**config.mk**
```make
export PLATFORM = sky130hd
export DESIGN_NAME = dma_desc_seq
export DESIGN_NICKNAME = d
export VERILOG_FILES = /design/src/rtl/dma_desc_seq.sv
export SDC_FILE = /design/constraint.sdc
export NUM_CORES = 2
export LEC_CHECK = 0
export ABC_CLOCK_PERIOD_IN_PS = 12200
export BUFFER_PORTS_ARGS = -buffer_cell sky130_fd_sc_hd__buf_2
export CORE_UTILIZATION = 40
export DETAILED_ROUTE_END_ITERATION = 6
export HOLD_SLACK_MARGIN = 0.15
export SYNTH_ARGS = -nofsm -noshare
export SYNTH_HDL_FRONTEND = slang
export SYNTH_SLANG_ARGS = --single-unit
```
**constraint.sdc**
```tcl
create_clock -name clk -period 12.2 [get_ports clk]
set_clock_uncertainty 0.2 [all_clocks]
set_input_delay 0.61 -clock clk [delete_from_list [all_inputs] [get_ports clk]]
set_output_delay 0.61 -clock clk [all_outputs]
set_load 0.02 [all_outputs]
```
**src/rtl/dma_desc_seq.sv**
```systemverilog
module dma_desc_seq #(
  parameter int SLOTS = 8
) (
  input  logic                      clk,
  input  logic                      rst_n,
  input  logic                      cfg_we,
  input  logic [$clog2(SLOTS)+2:0]  cfg_addr,
  input  logic [31:0]               cfg_wdata,
  input  logic                      trig,
  output logic                      req_valid,
  input  logic                      req_ack,
  output logic [31:0]               req_src,
  output logic [31:0]               req_dst,
  output logic [15:0]               req_len,
  output logic [5:0]                done_code,
  output logic                      fin_irq,
  output logic                      mid_irq,
  output logic                      fin_chain,
  output logic                      mid_chain,
  output logic                      missed
);

  localparam int SW = $clog2(SLOTS);
  localparam int NW = SLOTS * 8;

  logic [31:0] ram [NW];
  logic        busy, pend, frm_first;
  logic [31:0] base_s, base_d;

  wire [31:0] opt  = ram[0];
  wire [31:0] src  = ram[1];
  wire [31:0] ab   = ram[2];
  wire [31:0] dst  = ram[3];
  wire [31:0] bidx = ram[4];
  wire [31:0] lnk  = ram[5];
  wire [31:0] cidx = ram[6];
  wire [31:0] cc   = ram[7];

  wire [15:0] acnt = ab[15:0];
  wire [15:0] bcnt = ab[31:16];
  wire [15:0] ccnt = cc[15:0];
  wire [SW-1:0] lidx = lnk[SW-1:0];

  logic unused_bits;
  assign unused_bits = ^{opt[31:24], opt[19:18], opt[11:4], cc[31:16]};

  wire armed    = (acnt != 0) && (bcnt != 0) && (ccnt != 0);
  wire go       = !busy && (trig || pend) && armed;
  wire fire     = busy && req_ack;
  wire frm_end  = bcnt <= 16'd1;
  wire last_all = frm_end && (ccnt <= 16'd1);
  wire trig_end = fire && (!opt[2] || frm_end);
  wire fin      = trig_end && last_all;
  wire mid      = trig_end && !last_all;
  wire null_lnk = lnk[15:0] == 16'hFFFF;

  wire [31:0] bs = frm_first ? src : base_s;
  wire [31:0] bd = frm_first ? dst : base_d;
  wire [31:0] nsrc = opt[0] ? src :
                     frm_end ? bs + {{16{cidx[15]}}, cidx[15:0]}
                             : src + {{16{bidx[15]}}, bidx[15:0]};
  wire [31:0] ndst = opt[1] ? dst :
                     frm_end ? bd + {{16{cidx[31]}}, cidx[31:16]}
                             : dst + {{16{bidx[31]}}, bidx[31:16]};
  wire [31:0] nab = frm_end ? {lnk[31:16], acnt} : {bcnt - 16'd1, acnt};
  wire [31:0] ncc = frm_end ? {16'h0, ccnt - 16'd1} : {16'h0, ccnt};

  assign req_valid = busy;
  assign req_src   = src;
  assign req_dst   = dst;
  assign req_len   = acnt;

  always_ff @(posedge clk) begin
    if (!rst_n) begin
      for (int i = 0; i < NW; i++) ram[i] <= '0;
    end else begin
      if (cfg_we) ram[cfg_addr] <= cfg_wdata;
      if (fire && !opt[3]) begin
        if (fin && !null_lnk) begin
          for (int w = 0; w < 8; w++) ram[w] <= ram[{lidx, 3'(w)}];
        end else begin
          ram[1] <= nsrc;
          ram[3] <= ndst;
          ram[2] <= fin ? 32'h0 : nab;
          ram[7] <= fin ? 32'h0 : ncc;
        end
      end
    end
  end

  always_ff @(posedge clk) begin
    if (!rst_n) begin
      busy <= 1'b0;
      pend <= 1'b0;
      missed <= 1'b0;
      frm_first <= 1'b1;
      base_s <= '0;
      base_d <= '0;
    end else begin
      if (go) busy <= 1'b1;
      else if (trig_end) busy <= 1'b0;

      if (busy) begin
        if (trig) begin
          if (pend) missed <= 1'b1;
          pend <= 1'b1;
        end
      end else if (go) begin
        pend <= trig && pend;
      end else begin
        pend <= 1'b0;
      end

      if (fire) begin
        frm_first <= frm_end;
        if (frm_first) begin
          base_s <= src;
          base_d <= dst;
        end
      end else if (cfg_we && cfg_addr[SW+2:3] == '0 &&
                   (cfg_addr[2:0] == 3'd1 || cfg_addr[2:0] == 3'd3)) begin
        frm_first <= 1'b1;
      end
    end
  end

  always_ff @(posedge clk) begin
    if (!rst_n) begin
      fin_irq <= 1'b0;
      mid_irq <= 1'b0;
      fin_chain <= 1'b0;
      mid_chain <= 1'b0;
      done_code <= '0;
    end else begin
      fin_irq   <= fin & opt[20];
      mid_irq   <= mid & opt[21];
      fin_chain <= fin & opt[22];
      mid_chain <= mid & opt[23];
      if (trig_end) done_code <= opt[17:12];
    end
  end

  AST_REQ_HOLD: assert property (@(posedge clk) disable iff (!rst_n)
    busy && !req_ack && !cfg_we |=> req_valid && $stable(req_src) && $stable(req_dst) && $stable(req_len));
  AST_MISSED_STICKY: assert property (@(posedge clk) disable iff (!rst_n)
    missed |=> missed);
  AST_DONE_EXCL: assert property (@(posedge clk) disable iff (!rst_n)
    !((fin_irq || fin_chain) && (mid_irq || mid_chain)));
  AST_DONE_AFTER_ACK: assert property (@(posedge clk) disable iff (!rst_n)
    (fin_irq || mid_irq || fin_chain || mid_chain) |-> $past(req_valid && req_ack));
  AST_UNARMED_IDLE: assert property (@(posedge clk) disable iff (!rst_n)
    !busy && !armed |=> !req_valid);

endmodule

```
* After elaboration in Yosys (flattened, before gate mapping)
Memory sizes are Yosys's and may differ from the RTL's. Index checks and enable logic that the tools add are counted.
Storage, ports and cells: register bits 78, RAM bits 2048, bits of input ports 43, output and inout bits 92, memories kept 1
Memory list:
- ram | depth 64, bits a word 32, read ports 16, clocked after memory_dff 0, write ports 64, RTL line 26 | logic [31:0] ram [NW];
Cells by class: add/sub/neg operators 6, order comparisons 2, equality and inequality tests 16, mux-type cells 44, bitwise logic cells 52, reductions and logical operators 30
Operators by type and width (number):
- 32-bit two-way mux | 21
- 32-bit adder | 4
- 6-bit == test (second input constant) | 12
- 16-bit nonzero test | 3
- 16-bit by 1-bit less-or-equal comparator with 1-bit output (second input constant) | 2
- 16-bit two-way mux | 2
- 32-bit OR reduction | 1
- 16-bit by 1-bit subtractor with 16-bit output (second input constant) | 2
- 1-bit bitwise AND | 28
- 1-bit two-way mux | 20
- 16-bit == test (second input constant) | 1
- 1-bit logical AND | 14
- 1-bit inverter | 12
- 1-bit OR | 12
- 6-bit two-way mux | 1
- 1-bit zero test | 5
- 2-bit nonzero test | 2
- 3-bit by 1-bit == test with 1-bit output (second input constant) | 1
- 3-bit by 2-bit == test with 1-bit output (second input constant) | 1
- 3-bit zero test | 1
- 1-bit logical OR | 3
- 3-bit AND reduction | 1
- 2-bit inequality test (second input constant) | 1

* Logic depth before layout (Yosys ltp)
An unclocked memory read counts as a cell.
word-level depth 26, gate-level depth with buffers 15, gate-level depth less buffers 12

* Worst setup path after synthesis
Ideal clock, no wire load.
path kind register to register, start memory ram[2][26], end memory ram[1][0] (enable), library setup time 466 ps, arrival 4500 ps, required time 11534 ps, slack 7034 ps, cell stages (with the launch flop) 8, cells stage by stage edfxtp_1 -> or4_4 -> nor4_4 -> o2111ai_2 -> or3_1 -> clkbuf_1 -> and3_1 -> o21ai_0
RTL lines (RTL line):
- start: declaration | 26

==> impl_metrics.ini <==
[worst_hold_path]
worstHoldStart = cfg_addr[5]
hp-class = input pin to register

[clocking]
ctsResizeCount = 0
cts_tree = built
cts_htree_levels = 4
clkTransAtPathRegs_ps = 60
clock_path_buffers = 3
numCtsBuffers = 192
cts_root_buf = clkbuf_16
cts_setup_buffers = 0
cts.sinks = 1854
clock_latency_ps = 880

[job]
max_cap_violations = 0

[synth]
ys_seq_area_frac = 0.601
netlist.area_leader.share = 0.583
syn_inst = 7286
yosysTopAreaCell = edfxtp_1
syn_avg_cell_area_sq_um = 12.5
syn_nets = 7463
yosys-top-cells-area = edfxtp_1, and2_1, mux4_2
yosysMostFrequentCell = edfxtp_1
synthFlopType = edfxtp_1
ys_ff_latch = 1854
synthArstFlopShare = 0
synth-edff-count = 1776
yosysWarnings = 0
synthDistinctLibCells = 79
syn_area_sq_mm = 0.0914
ys_top_cells_by_count = edfxtp_1, and2_1, clkbuf_1

[timing]
worst_slew_pin_slew_ps = 1320
rsz0062_at_grt = no
hold_violations = 0
min_period_over_period = 0.407
max_slew_margin = 0.115
whs_ps = 231
drv_slew = 0
finalSetupTns_ps = 0
fmax_mhz = 202
fin_crit_ps = 4960
setup-violations-final = 0

[critical_path]
cp_max_fo = 47
critPathSlowestCell = buf_4
cp_data_arrival_time_ps = 5350
critPathLaunchType = register
cp_slowest_stage_delay_ps = 620
cp_common_cell = a211oi_1
r2r-start = frm_first$_SDFFE_PN1P_
crit_type = register to register
critPathTopFamily = compound AO/OA/AOI/OAI gates
crit_buf_inv = 1
cp-startpoint = frm_first$_SDFFE_PN1P_
path_cells = buf_4 > mux2_2 > ha_1 > a211oi_1 > o21bai_1 > a21oi_1 > a211oi_1 > nor3_1 > nor2_1 > a221oi_1 > xor2_1 > o221ai_1
critPathCaptureType = register
cp_data_required_time_ps = 12590

[die]
dieWidth_um = 480
die_area_sq_mm = 0.230
ios = 135
row_count = 175
coreArea_sq_mm = 0.227
start_util = 0.402
die_y_um = 480

[power]
power.total_mw = 14.8
leakage_nw = 35.9
ir_drop_mv = 0.138
power_density_mw_per_mm2 = 146

[outcome]
status = complete, but fails checks
violations = design-rule violations

[finish]
drive_gt1_frac = 0.146
fin_nets = 7298
layout-area-overhead-vs-synth_pct = 11.1

[placed_design]
routabilityCongestion = 0.922
hpwl_mm = 160
port_buffers = 134

[drt]
wl_mm = 275
vias = 59400
drc = 1
ant_nets = 0
avgViaCountPerCell = 5.78
routedWlPerCell_um = 26.7
first_iter_violations = 6460
dr.pass1.iters = 7

[global_route]
grt_pass1_wl_mm = 397
grtUsageMet1 = 0.321
grt_pass1_vias = 57800
gr-max-usage-layer = met2
met3_usage = 0.0402
antenna_found_initial = 20
grt_usage = 0.234
use_met2 = 0.379
grt-ovfl-total = 0
grt_max_degree = 121
-- layout make-up --
cell class / instances / area, sq um
antenna: 8 / 20.0
timing repair buffer: 325 / 2180
clock buffer: 219 / 4930
inverter: 37 / 139
multi-input combinational: 4711 / 34400
sequential: 1854 / 54900
fill: 20300 / 126000
clock inverter: 129 / 1220
tap: 3009 / 3760
-- flip-flops by register name, summed over array words and instances (netlist names), 6 cells and up --
register   cells
base_d        32
base_s        32
ram         1776
done_code      6
-- logic make-up (layout without fill, tap and decap cells) --
kind of cell	count (synthesis)	in the layout	synth area share
other	0	8	0
XOR/XNOR	116	116	0.0111
adder cells (fa/ha/maj)	134	134	0.0187
AND/OR/NAND/NOR	2529	2529	0.155
multiplexers	518	518	0.0889
buffers and inverters	721	710	0.0315
flip-flops	1854	1854	0.601
AO/OA/AOI/OAI	1414	1414	0.0939
-- worst register-to-register path, cell delays in order, from the launching register on --
cell	delay (ps)
dfxtp_4	560
buf_4	630
mux2_2	550
ha_1	310
a211oi_1	330
o21bai_1	150
a21oi_1	350
a211oi_1	220
nor3_1	520
nor2_1	140
a221oi_1	380
xor2_1	200
o221ai_1	140
-- final timing paths --
kind / cells after the start / endpoint / slack (ps)
worst max-delay path: 12 / ram[1][29]$_DFFE_PP_ / 7240
worst min-delay path: 3 / ram[57][1]$_SDFFCE_PN0P_ / 230
worst min register to register: 2 / done_code[2]$_SDFFE_PN0P_ / 270
worst max register to register: 12 / ram[1][29]$_DFFE_PP_ / 7240
-- repair_timing --
item                       4_1_cts  5_1_grt
hold buffers                     7        0
setup endpoints to repair        0        0
hold endpoints to repair        28        0
-- stage by stage --
step | instances | util | setup slack [ps] | instance area [sq um]
global placement | 9928 | 0.419 | 7340 | 95300
global route | 10300 | 0.447 | 7050 | 102000
floorplan | 7286 | - | 7030 | 91400
detailed placement | 9928 | 0.419 | 7350 | 95300
CTS | 10300 | 0.447 | 7340 | 102000
finish | 10300 | 0.447 | 7240 | 102000
-- where the power goes --
group,leakage [nW],total (mW),internal (mW),switching (mW)
clock network,2.97,5.83,3.26,2.57
registers,17.6,7.45,7.30,0.150
logic,15.3,1.52,0.525,0.993
total,35.9,14.8,11.1,3.71
-- routing by layer --
layer	wire, um	up-vias	share of wire
li1	-	26400	-
met1	116000	30200	0.42
met2	129000	2354	0.47
met3	20900	458	0.076
met4	8440	16	0.031
met5	104	-	0.00038
-- layout by cell type, fill, tap and decap left out, drive strengths merged, types with 11 or more instances in the layout --
cell | netlist | final
nor3 | 39 | 39
a211oi | 186 | 186
a21oi | 480 | 480
nor3b | 67 | 67
inv | 37 | 42
o22ai | 13 | 13
ha | 130 | 130
nor4 | 13 | 13
nand3 | 55 | 55
o221ai | 11 | 11
xor2 | 52 | 52
nand2b | 18 | 18
or3 | 13 | 13
o21a | 18 | 18
a31oi | 14 | 14
a21o | 68 | 68
o211ai | 15 | 15
and2 | 1507 | 1507
nand4 | 18 | 18
and3 | 84 | 84
o21ai | 387 | 387
clkinv | 0 | 97
bufinv | 0 | 17
mux4 | 222 | 222
o21bai | 13 | 13
xnor2 | 64 | 64
buf | 101 | 317
a221oi | 11 | 11
dfxtp | 78 | 78
edfxtp | 1776 | 1776
clkbuf | 583 | 220
mux2i | 169 | 169
nor2b | 27 | 27
nor2 | 315 | 315
nand2 | 347 | 347
mux2 | 127 | 127
a22oi | 107 | 107
No activity file was read; power rests on OpenSTA's default activity.
